==> src/rtl/lad_pkg.sv <==
package lad_pkg;

    typedef enum logic [1:0] {
        TGT_NONE = 2'd0,
        TGT_FB   = 2'd1,
        TGT_REG  = 2'd2
    } lad_tgt_e;

    localparam int unsigned WIN_BASE_HI = 12'hB80;

    function automatic logic [2:0] size_beats(input logic [1:0] sz);
        case (sz)
            2'd0:    return 3'd1;
            2'd1:    return 3'd2;
            default: return 3'd4;
        endcase
    endfunction

    function automatic logic [31:0] size_ones(input logic [1:0] sz);
        case (sz)
            2'd0:    return 32'h0000_00FF;
            2'd1:    return 32'h0000_FFFF;
            default: return 32'hFFFF_FFFF;
        endcase
    endfunction

endpackage

==> src/rtl/lad_window_decode.sv <==
module lad_window_decode
    import lad_pkg::*;
#(
    parameter int ADDR_W = 20
) (
    input  logic [ADDR_W-1:0] addr,
    input  logic [1:0]        win_sel,
    input  logic              reg_en,
    output lad_tgt_e          tgt,
    output logic [15:0]       mask
);
    logic hi_zero;
    logic in_reg;
    logic in_fb;

    generate
        if (ADDR_W > 20) begin : g_wide
            assign hi_zero = ~|addr[ADDR_W-1:20];
        end else begin : g_narrow
            assign hi_zero = 1'b1;
        end
    endgenerate

    always_comb begin
        in_reg = reg_en && hi_zero && (addr[19:8] == 12'(WIN_BASE_HI));
        case (win_sel)
            2'd0:    in_fb = (addr[19:17] == 3'b101);
            2'd1:    in_fb = (addr[19:16] == 4'hA);
            2'd2:    in_fb = (addr[19:15] == 5'b10110);
            default: in_fb = (addr[19:15] == 5'b10111);
        endcase
        in_fb = in_fb && hi_zero;
        mask  = win_sel[1] ? 16'h7FFF : 16'hFFFF;
        if (in_reg) begin
            tgt = TGT_REG;
        end else if (in_fb) begin
            tgt = TGT_FB;
        end else begin
            tgt = TGT_NONE;
        end
    end

endmodule

==> src/rtl/lad_bank_xlate.sv <==
module lad_bank_xlate #(
    parameter int OFF_W = 22
) (
    input  logic [15:0]      addr_lo,
    input  logic [15:0]      mask,
    input  logic [OFF_W-1:0] base0,
    input  logic [OFF_W-1:0] base1,
    output logic [OFF_W-1:0] offset
);
    logic [15:0]      masked;
    logic [OFF_W-1:0] base_sel;

    always_comb begin
        masked   = addr_lo & mask;
        base_sel = masked[15] ? base1 : base0;
        offset   = base_sel + OFF_W'(masked[14:0]);
    end

endmodule

==> src/rtl/lad_reg_sequencer.sv <==
module lad_reg_sequencer
    import lad_pkg::*;
#(
    parameter logic [7:0] STATUS_IDX = 8'h40
) (
    input  logic        clk,
    input  logic        rst_n,
    input  logic        start,
    input  logic [7:0]  start_idx,
    input  logic        start_we,
    input  logic [1:0]  start_size,
    input  logic [31:0] start_wdata,
    output logic        busy,
    output logic        stb,
    output logic        we,
    output logic [7:0]  idx,
    output logic [7:0]  wbyte,
    output logic        rsp_valid,
    output logic [31:0] rsp_data
);
    typedef struct packed {
        logic        stb;
        logic        we;
        logic [7:0]  idx;
        logic [1:0]  left;
        logic [1:0]  pos;
        logic [31:0] wdata;
        logic [31:0] acc;
        logic        rsp;
    } seq_t;

    seq_t seq_d, seq_q;

    function automatic logic [7:0] rd_byte(input logic [7:0] i);
        return (i == STATUS_IDX) ? 8'h00 : 8'hFF;
    endfunction

    always_comb begin
        logic [2:0] nb;
        logic [7:0] nidx;
        logic [1:0] npos;
        seq_d     = seq_q;
        seq_d.stb = 1'b0;
        seq_d.rsp = 1'b0;
        nb        = size_beats(start_size);
        nidx      = seq_q.idx + 8'd1;
        npos      = seq_q.pos + 2'd1;
        if (seq_q.left != 2'd0) begin
            seq_d.stb  = 1'b1;
            seq_d.idx  = nidx;
            seq_d.pos  = npos;
            seq_d.left = seq_q.left - 2'd1;
            seq_d.acc  = seq_q.acc | (32'(rd_byte(nidx)) << {npos, 3'b000});
            seq_d.rsp  = !seq_q.we && (seq_q.left == 2'd1);
        end else if (start) begin
            seq_d.stb   = 1'b1;
            seq_d.we    = start_we;
            seq_d.idx   = start_idx;
            seq_d.pos   = 2'd0;
            seq_d.left  = 2'(nb - 3'd1);
            seq_d.wdata = start_wdata;
            seq_d.acc   = 32'(rd_byte(start_idx));
            seq_d.rsp   = !start_we && (nb == 3'd1);
        end
    end

    always_ff @(posedge clk or negedge rst_n) begin
        if (!rst_n) begin
            seq_q <= '0;
        end else begin
            seq_q <= seq_d;
        end
    end

    assign busy      = (seq_q.left != 2'd0);
    assign stb       = seq_q.stb;
    assign we        = seq_q.we;
    assign idx       = seq_q.idx;
    assign wbyte     = 8'(seq_q.wdata >> {seq_q.pos, 3'b000});
    assign rsp_valid = seq_q.rsp;
    assign rsp_data  = seq_q.acc;

endmodule

==> src/rtl/legacy_aperture_decoder.sv <==
module legacy_aperture_decoder
    import lad_pkg::*;
#(
    parameter int         ADDR_W     = 20,
    parameter int         OFF_W      = 22,
    parameter logic [7:0] STATUS_IDX = 8'h40
) (
    input  logic              clk,
    input  logic              rst_n,
    input  logic [1:0]        cfg_win_sel,
    input  logic              cfg_reg_en,
    input  logic [OFF_W-1:0]  cfg_bank0,
    input  logic [OFF_W-1:0]  cfg_bank1,
    input  logic [ADDR_W-1:0] host_addr,
    input  logic              host_rd,
    input  logic              host_wr,
    input  logic [1:0]        host_size,
    input  logic [31:0]       host_wdata,
    output logic              host_busy,
    output logic              fb_stb,
    output logic              fb_we,
    output logic [1:0]        fb_size,
    output logic [OFF_W-1:0]  fb_offset,
    output logic [31:0]       fb_wdata,
    output logic              reg_stb,
    output logic              reg_we,
    output logic [7:0]        reg_idx,
    output logic [7:0]        reg_wdata,
    output logic              rsp_valid,
    output logic [31:0]       rsp_data,
    output logic              overlap
);
    typedef struct packed {
        logic [1:0]       sel;
        logic             ren;
        logic [OFF_W-1:0] b0;
        logic [OFF_W-1:0] b1;
        logic             ovl;
        logic             fstb;
        logic             fwe;
        logic [1:0]       fsize;
        logic [OFF_W-1:0] foff;
        logic [31:0]      fwdata;
        logic             nrsp;
        logic [31:0]      ndata;
    } top_t;

    top_t top_d, top_q;

    lad_tgt_e         tgt;
    logic [15:0]      win_mask;
    logic [OFF_W-1:0] xlate_off;
    logic             seq_busy;
    logic             seq_start;
    logic             seq_rsp;
    logic [31:0]      seq_data;
    logic             accept;

    lad_window_decode #(.ADDR_W(ADDR_W)) u_decode (
        .addr    (host_addr),
        .win_sel (top_q.sel),
        .reg_en  (top_q.ren),
        .tgt     (tgt),
        .mask    (win_mask)
    );

    lad_bank_xlate #(.OFF_W(OFF_W)) u_xlate (
        .addr_lo (host_addr[15:0]),
        .mask    (win_mask),
        .base0   (top_q.b0),
        .base1   (top_q.b1),
        .offset  (xlate_off)
    );

    assign accept    = (host_rd || host_wr) && !seq_busy;
    assign seq_start = accept && (tgt == TGT_REG);

    lad_reg_sequencer #(.STATUS_IDX(STATUS_IDX)) u_seq (
        .clk         (clk),
        .rst_n       (rst_n),
        .start       (seq_start),
        .start_idx   (host_addr[7:0]),
        .start_we    (host_wr),
        .start_size  (host_size),
        .start_wdata (host_wdata),
        .busy        (seq_busy),
        .stb         (reg_stb),
        .we          (reg_we),
        .idx         (reg_idx),
        .wbyte       (reg_wdata),
        .rsp_valid   (seq_rsp),
        .rsp_data    (seq_data)
    );

    always_comb begin
        top_d        = top_q;
        top_d.sel    = cfg_win_sel;
        top_d.ren    = cfg_reg_en;
        top_d.b0     = cfg_bank0;
        top_d.b1     = cfg_bank1;
        top_d.ovl    = (cfg_win_sel == 2'd3);
        top_d.fstb   = 1'b0;
        top_d.nrsp   = 1'b0;
        if (accept && (tgt == TGT_FB)) begin
            top_d.fstb   = 1'b1;
            top_d.fwe    = host_wr;
            top_d.fsize  = host_size;
            top_d.foff   = xlate_off;
            top_d.fwdata = host_wdata;
        end
        if (accept && (tgt == TGT_NONE) && !host_wr) begin
            top_d.nrsp  = 1'b1;
            top_d.ndata = size_ones(host_size);
        end
    end

    always_ff @(posedge clk or negedge rst_n) begin
        if (!rst_n) begin
            top_q <= '0;
        end else begin
            top_q <= top_d;
        end
    end

    assign host_busy = seq_busy;
    assign fb_stb    = top_q.fstb;
    assign fb_we     = top_q.fwe;
    assign fb_size   = top_q.fsize;
    assign fb_offset = top_q.foff;
    assign fb_wdata  = top_q.fwdata;
    assign rsp_valid = top_q.nrsp || seq_rsp;
    assign rsp_data  = seq_rsp ? seq_data : top_q.ndata;
    assign overlap   = top_q.ovl;

endmodule

==> config.mk <==
export PLATFORM = sky130hd
export DESIGN_NAME = legacy_aperture_decoder
export DESIGN_NICKNAME = d
export VERILOG_FILES = /design/src/rtl/lad_pkg.sv /design/src/rtl/lad_window_decode.sv /design/src/rtl/lad_bank_xlate.sv /design/src/rtl/lad_reg_sequencer.sv /design/src/rtl/legacy_aperture_decoder.sv
export SDC_FILE = /design/constraint.sdc
export NUM_CORES = 1
export LEC_CHECK = 0
export BUFFER_PORTS_ARGS = -buffer_cell sky130_fd_sc_hd__buf_2
export CAP_MARGIN = 40
export CORE_MARGIN = 2
export CORE_UTILIZATION = 59
export CTS_CLUSTER_DIAMETER = 80
export DETAILED_ROUTE_END_ITERATION = 6
export PLACE_DENSITY = 0.86
export SLEW_MARGIN = 20
export SYNTH_ARGS = -nofsm -noshare
export SYNTH_HDL_FRONTEND = slang
export SYNTH_HIERARCHICAL = 1
export SYNTH_SLANG_ARGS = --single-unit
==> constraint.sdc <==
create_clock -name clk -period 5.9 [get_ports clk]
set_input_delay 0 -clock clk [delete_from_list [all_inputs] [get_ports clk]]
set_output_delay 0 -clock clk [all_outputs]
set_load 0.1 [all_outputs]
* Yosys cells after proc, flatten, opt, wreduce, memory -nomap -nowiden
Cells that the tools add are included.
** Cells by class
- Mux-type cells :: 16
- Shift-type cells :: 2
- Add/sub/neg operators :: 5
- Reduce and logical (&&, ||, !) cells :: 19
- Equal/unequal tests :: 15
- Bitwise operators :: 3
** Operators by type and width (count)
- $mux 79 :: 1
- $mux 33 :: 2
- $pmux 32 s2 :: 1
- $mux 58 :: 1
- $mux 32 :: 1
- $or 32x32->32 :: 1
- $shl 8x5->32 :: 1
- $shr 32x5->8 :: 1
- $add 22x15->22 :: 1
- $mux 22 :: 1
- $and 16x16->16 :: 1
- $eq 8x7->1 const B :: 2
- $mux 16 :: 1
- $mux 8 :: 2
- $eq 12x12->1 const B :: 1
- $mux 12 :: 1
- $eq 5x5->1 const B :: 2
- $add 8x1->8 const B :: 1
- $eq 2x1->1 const B :: 4
- $logic_and 1x1->1 :: 8
- $eq 2x2->1 const B :: 3
- $logic_not 2->1 :: 3
- $pmux 3 s2 :: 1
- $eq 4x4->1 const B :: 1
- other kinds (12) :: 18
** Word-level totals
- Output and inout port bits :: 111
- Input bits :: 105
- Register bits after elaboration :: 218

* Logic depth before layout (Yosys ltp)
Gate-level depths: netlist of run 1.
- Depth in word-level cells :: 8
- Mapped depth :: 15
- Depth with buffers taken out :: 13

* Cells and area by module
The synthesis of run 1 kept the hierarchy.
** Modules (own cells, without submodules)
- legacy_aperture_decoder :: cells an instance 319, area each 4330.4 µm², times used 1
- lad_reg_sequencer :: cells an instance 394, area each 3844.9 µm², times used 1
- lad_bank_xlate :: cells an instance 178, area each 1342.5 µm², times used 1
- lad_window_decode :: cells an instance 28, area each 196.4 µm², times used 1

* Worst setup path after synthesis of run 1
No wires, ideal clock.
- Path kind :: reg2reg
- Start :: reg top_q[138] (netlist name)
- End :: reg top_q (netlist bit fb_offset[16])
- Data required time :: 5.775 ns
- Library setup time :: 0.125 ns
- Data arrival time :: 2.856 ns
- Cell stages (with the launch flop) :: 14
- Buffers on the path :: 2
- Setup slack :: 2.918 ns
- Period minus slack after synthesis :: 2.982 ns
- Cell sequence :: dfrtp_1 -> inv_1 -> nand2_2 -> buf_2 -> buf_2 -> mux2_2 -> ha_1 -> a21o_1 -> a31o_1 -> o31a_1 -> o21ai_2 -> a21oi_1 -> xnor2_1 -> mux2_4
** RTL lines
- from (decl) :: RTL line legacy_aperture_decoder.sv:48 : top_t top_d, top_q;
- from (signal assigned) :: RTL line legacy_aperture_decoder.sv:121 : top_q <= top_d;
- $mux 16 :: RTL line lad_window_decode.sv:33 : mask = win_sel[1] ? 16'h7FFF : 16'hFFFF;
- net win_mask[15] :: RTL line legacy_aperture_decoder.sv:51 : logic [15:0] win_mask;
- $and 16x16->16 :: RTL line lad_bank_xlate.sv:14 : masked = addr_lo & mask;
- $mux 22 :: RTL line lad_bank_xlate.sv:15 : base_sel = masked[15] ? base1 : base0;
- $add 22x15->22 :: RTL line lad_bank_xlate.sv:16 : offset = base_sel + OFF_W'(masked[14:0]);
- net xlate_off[16] :: RTL line legacy_aperture_decoder.sv:52 : logic [OFF_W-1:0] xlate_off;
The timed path passes the listed nets, and every way through them passes these cells.
A chain may end at the register's enable or synchronous reset.

==> results.md, run 1 <==
- The number of input and output port buffers inserted is 215.
- The worst clock skew is slightly below 8 ps.
- The final hold violation count came to 0.
- The repair_antennas step left the layout with diodes totalling 0.
- Setup repair after global routing left no endpoint under its margin.
- The number of cells on the worst reg-to-reg path is 8.
- Pin placement for this block handled 216 I/O pins.
- The path length in cells of the critical path is 8.
- After synthesis, flip-flops and latches occupy 48.7% of the total area.
- Counting flops with an async set or reset pin after synthesis yields a share of 100%.
- The setup total negative slack is 0 ps.
- The number of violations of the max-capacitance limit is 0.
- The width of the chip is 132 µm.
- The floorplan core area is 0.0160 mm².
- The number of antenna violations at the first check in global routing is 0.
- On the worst path, the slowest cell contributes a delay of 660 ps.
- The worst hold-check path type is in -> async.
- The critical path arrival is 3970 ps.
- The clock transition at the registers of the reported paths is 70 ps.
- The overall die height is around 130 µm.
- The worst ir drop on vdd is 0.335 mV.
- For this block, the routed nets add up to 23.5 mm of wire.
- The most critical setup path has its startpoint at u_seq/seq_q[67].
- Dividing total power by cell area gives a power density of 380 mW/mm².
- The final routed wire length divided by cell count is 17.4 µm.
- The antenna violation net count after detailed routing is 0.
- The wire length of the first global-routing pass is 38.5 mm.
- Cells with a size suffix above 1 make up 33.1% of the layout.
- The weighted congestion reported at the end of routability-driven placement is 0.874.
- The synthesis warning total is 6.
- The run finished with clean final reports.
- The type of the setup path with the least slack is reg -> reg.
- Post-CTS timing repair inserted 0 buffers for setup.
- In the routed design, unresolved DRC markers number 0.
- The number of DRC violations after detailed-routing iteration 0 is roughly 470.
- The worst path needs 3600 ps of the cycle, external delays included.
- The standard cell area after detailed placement is approximately 0.010 mm².
- The main flop type after synthesis is sky130_fd_sc_hd__dfrtp_1.
- On the critical path the largest part of the delay comes from buffers and inverters.
- Row generation in the floorplan step produced 46 rows.
- The category of the worst setup path launch point is a flop.
- The total vias in the final route is approximately 7.4k.
- The critical-path maximum fanout is 33.
- TritonCTS created 17 clock buffers.
- Derived from the worst setup path, the maximum achievable clock frequency is between 0.2 and 0.3 GHz.
- The cell chosen for the clock root is sky130_fd_sc_hd__clkbuf_16.
- Counting every sink on the clock net gives approximately 190.
- The startpoint of the worst-slack reg-to-reg timing path is u_seq/seq_q[67].
- For the worst-skew pair, the clock arrives at the later sink with an insertion delay of approximately 430 ps.
- The synthesis-stage register bit count is 189.
- The combined buffer and inverter count along the critical path is 4.
- After technology mapping, the gate count stands at 919.
- The part of the cycle the worst path needs is 61.0%.
- The iteration count of the initial detailed-routing pass is 5.
- The number of global-route vias before repair is 7524.
- The number of library cell types mapped by synthesis is between 60 and 70.
- In the final design database the tool counted around 1.2k nets.
- The required time of the critical path is around 6300 ps.
- The worst-case clock buffer depth is 2.
- The final setup violation count is 0.
- The synthesized cell area is 0.00971 mm².
- The area of all placed cells without fillers is 0.0118 mm².
- The sort of element at the end of the critical path is a flop.
- The maximum number of pins on one net before global-route repair is 84.
- Yosys mapped a number of flops with a built-in enable equal to 0.
- In the routed layout, each cell is associated on average with a via count of 5.47.
- Detailed placement finished with a half-perimeter wire length of approximately 15 mm.
- The slowest stage of the critical path is the sky130_fd_sc_hd__nor2_1 cell.
- The area growth from synthesis to layout is 21.5%.
- The leakage power total is 5.67 nW.
- The H-tree was split into 4 levels.
- The transition time of the tightest slew-check pin is 820 ps.
- The initial cell density of the core is 60.7%.
- TritonCTS built the clock tree.
- The mean post-synth cell area is approximately 11 µm².
- After global routing the overflow that remains totals 0.
- The total die area is 0.0175 mm².
- The signal on the critical path passes through nor2_1 -> inv_2 -> nor4b_1 -> buf_4 -> nand2_2 -> buf_12 -> o41ai_1 -> dlygate4sd3_1.
- The count of final max-slew check failures is 0.
- The global router's overall resource usage is ~28%.
- The normalized max-slew margin is 45.1%.
cells by family (layout without fill, tap and decap cells):
family / after synthesis / after routing / share of synthesized area [%]
and+or+nand+nor: 326 / 326 / 15.6
DFF: 189 / 189 / 48.7
buffers and inverters: 163 / 363 / 11.3
AOI/OAI and AO/OA: 116 / 116 / 8.60
muxes: 90 / 90 / 12.0
adders and majority gates: 17 / 17 / 2.27
xor gates and xnor gates: 17 / 17 / 1.53
other: 1 / 15 / 0.0386
worst reg2reg max path: stages (launching register included):
cell                            delay (ps)
sky130_fd_sc_hd__dfrtp_1               470
sky130_fd_sc_hd__nor2_1                660
sky130_fd_sc_hd__inv_2                 270
sky130_fd_sc_hd__nor4b_1               380
sky130_fd_sc_hd__buf_4                 220
sky130_fd_sc_hd__nand2_2               320
sky130_fd_sc_hd__buf_12                330
sky130_fd_sc_hd__o41ai_1               290
sky130_fd_sc_hd__dlygate4sd3_1         600
area by class of cell:
cell class / count / area, µm²
clock buffers: 18 / 439
clock inverters: 14 / 183
fillers: 1054 / 4200
inverters: 14 / 52.6
multi-input cells: 581 / 3940
flip-flops and latches: 189 / 4730
well taps: 216 / 270
repair buffers: 317 / 2190
power by group:
part	internal (W)	switching [W]	total (W)
logic	0.000358	0.00138	0.00173
clock network	0.000690	0.000528	0.00122
registers	0.00144	0.0000897	0.00153
total	0.00249	0.00199	0.00448
routing by layer:
layer  routed length (µm)  part of all wire, %  global-route usage (%)  vias up
li1                     -                    -                       -     3392
met1                 9490                   40                    34.2     3620
met2                12000                   51                    47.9      297
met3                 1330                  5.6                    5.54       65
met4                  691                  2.9                    11.2        0
met5                    0                    0                       0        -
placed cells by master (no fill, tap or decap), types with 4 or more instances in the layout:
| cell | count |
|---|---|
| sky130_fd_sc_hd__nand2_1 | 212 |
| sky130_fd_sc_hd__a21oi_2 | 6 |
| sky130_fd_sc_hd__nand2b_1 | 7 |
| sky130_fd_sc_hd__dfrtp_1 | 189 |
| sky130_fd_sc_hd__o21ai_1 | 4 |
| sky130_fd_sc_hd__nand3_1 | 24 |
| sky130_fd_sc_hd__inv_6 | 4 |
| sky130_fd_sc_hd__and3_1 | 4 |
| sky130_fd_sc_hd__o21ai_0 | 23 |
| sky130_fd_sc_hd__clkbuf_16 | 17 |
| sky130_fd_sc_hd__mux4_2 | 8 |
| sky130_fd_sc_hd__mux2_2 | 54 |
| sky130_fd_sc_hd__a211oi_2 | 5 |
| sky130_fd_sc_hd__buf_16 | 4 |
| sky130_fd_sc_hd__nor2_1 | 25 |
| sky130_fd_sc_hd__mux2i_1 | 9 |
| sky130_fd_sc_hd__mux2_4 | 19 |
| sky130_fd_sc_hd__nor4b_1 | 5 |
| sky130_fd_sc_hd__a21oi_1 | 19 |
| sky130_fd_sc_hd__and2_1 | 17 |
| sky130_fd_sc_hd__a211oi_1 | 22 |
| sky130_fd_sc_hd__xnor2_1 | 15 |
| sky130_fd_sc_hd__ha_1 | 16 |
| sky130_fd_sc_hd__dlygate4sd3_1 | 93 |
| sky130_fd_sc_hd__inv_1 | 13 |
| sky130_fd_sc_hd__a31oi_1 | 6 |
| sky130_fd_sc_hd__buf_2 | 214 |
| sky130_fd_sc_hd__a21o_1 | 6 |
| sky130_fd_sc_hd__conb_1 | 15 |
registers in the layout (all words and copies together) (netlist names):
register,cells
fb_size,2
u_seq/stb,1
top_q,51
u_seq/rsp_valid,1
u_seq/seq_q,36
fb_stb,1
overlap,1
fb_we,1
u_seq/rsp_data,32
u_seq/we,1
fb_wdata,32
fb_offset,22
u_seq/idx,8
synthesized netlist by cell type (3+ instances only):
library cell | n | area, µm²
sky130_fd_sc_hd__dfrtp_1 | 189 | 4730
sky130_fd_sc_hd__nor2_1 | 25 | 93.8
sky130_fd_sc_hd__a211oi_2 | 5 | 62.6
sky130_fd_sc_hd__buf_4 | 114 | 856
sky130_fd_sc_hd__a211oi_1 | 22 | 165
sky130_fd_sc_hd__ha_1 | 16 | 200
sky130_fd_sc_hd__and3_1 | 4 | 25.0
sky130_fd_sc_hd__or2_2 | 3 | 18.8
sky130_fd_sc_hd__nand3_1 | 24 | 120
sky130_fd_sc_hd__mux2_2 | 54 | 608
sky130_fd_sc_hd__o21ai_2 | 3 | 26.3
sky130_fd_sc_hd__nand4_1 | 3 | 18.8
sky130_fd_sc_hd__buf_2 | 19 | 95.1
sky130_fd_sc_hd__and2_1 | 17 | 106
sky130_fd_sc_hd__mux4_2 | 8 | 180
sky130_fd_sc_hd__nor4b_1 | 5 | 43.8
sky130_fd_sc_hd__inv_1 | 13 | 48.8
sky130_fd_sc_hd__clkbuf_1 | 10 | 37.5
sky130_fd_sc_hd__xnor2_1 | 15 | 131
sky130_fd_sc_hd__mux2_4 | 19 | 285
sky130_fd_sc_hd__a21oi_2 | 6 | 52.6
sky130_fd_sc_hd__buf_6 | 5 | 56.3
sky130_fd_sc_hd__o21bai_1 | 3 | 22.5
sky130_fd_sc_hd__a221o_1 | 3 | 30.0
sky130_fd_sc_hd__mux2i_1 | 9 | 90.1
sky130_fd_sc_hd__o21ai_1 | 4 | 20.0
sky130_fd_sc_hd__a21o_1 | 6 | 45.0
sky130_fd_sc_hd__a21oi_1 | 19 | 95.1
sky130_fd_sc_hd__nand2b_1 | 7 | 43.8
sky130_fd_sc_hd__nand2_1 | 213 | 800
sky130_fd_sc_hd__a31oi_1 | 6 | 37.5
sky130_fd_sc_hd__o21ai_0 | 23 | 115
per-stage QoR:
stage / utilization [%] / std cells / hold WS (ps) / setup WS (ps) / power (W)
global placement: 63.1 / 1218 / 108 / 2650 / 0.00320
global route: 73.8 / 1349 / 71.4 / 2090 / 0.00462
detailed placement: 64.1 / 1224 / -69.7 / 2560 / 0.00322
floorplan: - / 933 / -296 / 2920 / 0.00312
CTS: 73.8 / 1349 / 28.2 / 2440 / 0.00448
finish: 73.8 / 1349 / 38.9 / 2300 / 0.00448
worst paths after layout:
| path | end | slack (ps) |
|---|---|---|
| min in group clk | top_q[121] | 200 |
| setup / recovery | u_seq/rsp_valid | 2300 |
| hold reg to reg | u_seq/seq_q[46] | 480 |
| setup reg to reg | u_seq/rsp_valid | 2300 |
| hold / removal | fb_offset[3] | 40 |
| max in group asynchronous | fb_wdata[3] | 4960 |
what timing repair did:
action	in CTS	in global routing
hold endpoints to repair	263	0
hold buffers	93	0
endpoints found under the setup margin	0	0
gates resized for setup	0	0
Power figures use the tool's default switching activity.
==> inputs of run 2 (changes only) <==
--- a/config.mk
+++ b/config.mk
@@ -8,10 +8,10 @@
 export BUFFER_PORTS_ARGS = -buffer_cell sky130_fd_sc_hd__buf_2
 export CAP_MARGIN = 40
 export CORE_MARGIN = 2
-export CORE_UTILIZATION = 59
+export CORE_UTILIZATION = 55
 export CTS_CLUSTER_DIAMETER = 80
 export DETAILED_ROUTE_END_ITERATION = 6
-export PLACE_DENSITY = 0.86
+export PLACE_DENSITY = 0.81
 export SLEW_MARGIN = 20
 export SYNTH_ARGS = -nofsm -noshare
 export SYNTH_HDL_FRONTEND = slang
==> constraint.sdc (replaced) <==
create_clock -name clk -period 3.49 [get_ports clk]
set_input_delay 0 -clock clk [delete_from_list [all_inputs] [get_ports clk]]
set_output_delay 0 -clock clk [all_outputs]
set_load 0.1 [all_outputs]
==> run 2 against run 1 <==
Global-route usage is 2.5 points lower. Fmax up 12%. Critical path type unchanged. Largest power group unchanged. Critical path depth increased by 3. Via count shrank 3.6%. Sequential power rose by 69%. Critical endpoint is now fb_offset[19].
==> results.md, run 2 (synthesized netlist as in run 1, its figures left out) <==
- The later pin in the worst-skew pair is clocked with a latency of 430 ps.
- The number of global-route vias before repair is 7104.
- Summed over all nets, wire length on met2 after detailed routing comes to 11.3 mm.
- The antenna violation net count after detailed routing is 0.
- The worst slack after detailed placement is ~370 ps.
- The part of the power in registers is 35.3%.
- The final hold violation count is 0.
- Summing over every cut layer, the via total after detailed routing is 7109.
- The worst path meets setup with 264 ps of slack.
- The startpoint identified for the worst register-to-register timing path is top_q[138].
- The fmax is 0.310 GHz.
- The floorplan core area is 0.0173 mm².
- The highest metal layer with signal wires is met4.
- The iteration count of the initial detailed-routing pass is 5.
- Measured along the x axis, the die boundary spans 137 µm.
- The ratio of total power to cell area is roughly 630 mW/mm².
- Entering global routing, the biggest net connects between 80 and 90 pins.
- The count of antenna diodes in the layout is 0.
- The floorplan has 48 rows.
- Summed over all nets, the half-perimeter wirelength after detailed placement is 14.8 mm.
- The filler cell count is approximately 1.3k.
- The initial cell density of the core is 56.2%.
- The net total in the final layout is 1243.
- With fillers left out, the area of the finished cells amounts to roughly 0.012 mm².
- The wire length on met3 is 1.28 mm.
- The top cell types in the final layout, fill and taps aside, are sky130_fd_sc_hd__buf_2, sky130_fd_sc_hd__nand2_1, sky130_fd_sc_hd__dfrtp_1, sky130_fd_sc_hd__dlygate4sd3_1, sky130_fd_sc_hd__mux2_2.
- The combinational cell fraction of total power is 40.0%.
- The overall die height is 137 µm.
- The post-route met1 wirelength is roughly 9.5 mm.
- The H-tree level count is 4.
- The worst clock skew is between 7 and 8 ps.
- The count of final max-slew check failures came to 0.
- The category of the worst setup path launch point is a flop.
- Setup repair after global routing left no endpoint under its margin.
- The final routed wire length divided by cell count is 16.6 µm.
- Across every metal layer, demand over resource in global routing totals roughly a quarter.
- The required time of the critical path is slightly below 4000 ps.
- In this run, CTS created clock tree buffers numbering 17.
- The source of the critical timing path is top_q[138].
- The worst hold-check path type is in -> async.
- Leaving out fill and tap cells, the most frequent cell in the layout is sky130_fd_sc_hd__buf_2.
- Across all register-to-register paths, the minimum setup slack is between 200 and 300 ps.
- In this run the cell area measured after placement is approximately 0.010 mm².
- In this run the count of I/O pins placed on the die edge is 216.
- The average via count per standard cell is 5.23.
- From synthesis to final layout, the design area changed by 20.1%.
- For this design the static power due to leakage is 5.61 nW.
- The number of antenna violations at the first check in global routing is 0.
- The CTS tree is yes.
- The clock net sink count is 189.
- The worst ir drop on vdd is 0.507 mV.
- Setup total negative slack on the finished layout was measured at 0 ps.
- The cell chosen for the clock root is sky130_fd_sc_hd__clkbuf_16.
- Across the run, the number of max-cap violations was 0.
- Net switching is approximately 45% of the power.
- Summed over all layers, the global routing overflow is 0.
- The weighted congestion reported at the end of routability-driven placement is 0.888.
- The routed design has roughly 23 mm of wire.
- For the pin with the worst max-slew slack, the measured transition is 779 ps.
- The sort of element at the end of the critical path is a flop.
- The largest registers in the layout are top_q x51, u_seq/seq_q x36.
- The clock network burns between 20% and 30% of the power.
- Setup violations remaining at the end of the flow were counted as 0.
- STA puts the critical path data arrival time at about 3600 ps.
- The time the worst path needs with I/O delays and setup is about 3200 ps.
- The share of final-layout standard cells stronger than drive strength 1 is 33.0%.
- The register with the most flip-flops in the layout has 51 of them.
- The worst-case clock buffer depth is 2.
- The total die area is 0.0187 mm².
- Cells fill between 60% and 70% of the core in the end.
- The critical-path maximum fanout is 17.
- The register with the highest flop count is top_q.
- In the routed design, unresolved DRC markers number 0.
- The number of input and output port buffers inserted is around 220.
- The wire length of the first global-routing pass is 36.3 mm.
- The flow ran to the end, and the final reports show no timing, DRC or antenna violations.
- The critical path is of the reg -> reg type.
- The net switching power is 0.00332 W.
- The worst pin sits at a relative slew slack of between 40 and 50%.
- The clock transition at the registers of the reported paths is 70 ps.
- The part of the cycle the worst path needs is 92.4%.
- Internal power comes to 0.00399 W.
- The number of DRC violations after detailed-routing iteration 0 is ~470.
[run 2: cell count changes in the layout (fill, tap and decap cells not counted), moves of 2 or more]
| cell | delta |
|---|---|
| sky130_fd_sc_hd__buf_16 | -4 |
| sky130_fd_sc_hd__buf_4 | +4 |
| sky130_fd_sc_hd__bufinv_16 | -3 |
| sky130_fd_sc_hd__clkbuf_1 | +2 |
| sky130_fd_sc_hd__inv_8 | -2 |
[run 2: final timing paths]
kind	end	depth (start not counted)
setup / recovery	fb_offset[19]	11
hold / removal	fb_offset[4]	2
setup reg to reg	fb_offset[19]	11
hold reg to reg	u_seq/seq_q[63]	2
max in group asynchronous	u_seq/seq_q[47]	3
min in group clk	top_q[123]	2
[run 2: area by class of cell]
cell class              count  area (µm²)  area share [%]
repair buffers            318        2120            18.2
clock buffers              21         460            3.95
multi-input cells         581        3940            33.8
flip-flops and latches    189        4730            40.5
well taps                 225         282            2.41
clock inverters            11        82.6           0.708
inverters                  14        52.6           0.450
[run 2: critical path: stages, from the launching register on]
cell,delay [ps]
sky130_fd_sc_hd__dfrtp_1,370
sky130_fd_sc_hd__inv_1,80
sky130_fd_sc_hd__nand2_2,320
sky130_fd_sc_hd__buf_4,310
sky130_fd_sc_hd__mux2_2,370
sky130_fd_sc_hd__ha_1,370
sky130_fd_sc_hd__a21o_2,250
sky130_fd_sc_hd__a31oi_1,260
sky130_fd_sc_hd__and2_1,220
sky130_fd_sc_hd__a211oi_1,70
sky130_fd_sc_hd__a311oi_1,320
sky130_fd_sc_hd__mux2_2,210
[run 2: repair_timing]
action / CTS / global route
gates resized for setup: 0 / 1
setup endpoints to repair: 0 / 1
hold buffers: 93 / 0
buffers inserted: 0 / 0
endpoints found under the hold margin: 200 / 0
[run 2: routing by layer]
layer	global-route usage (%)	vias to the layer above
met5	0	-
met4	8.25	0
met3	6.07	40
met2	42.0	235
met1	32.3	3430
li1	-	3404
[run 2: per-stage QoR]
stage	instances	hold slack (ps)	power (W)
2_1_floorplan	933	-296	0.00528
3_3_place_gp	1234	47.9	0.00542
3_5_place_dp	1234	39.7	0.00545
4_1_cts	1359	146	0.00733
5_1_grt	1359	186	0.00758
6_report	1359	124	0.00731
[run 2: power by group through the flow]
stage                     sequential, W  combinational, W  clock, W
after floorplan                 0.00259           0.00269         0
after global placement          0.00261           0.00281         0
after detailed placement        0.00261           0.00283         0
after CTS                       0.00257           0.00292   0.00183
after global routing            0.00260           0.00303   0.00195
final                           0.00258           0.00293   0.00181
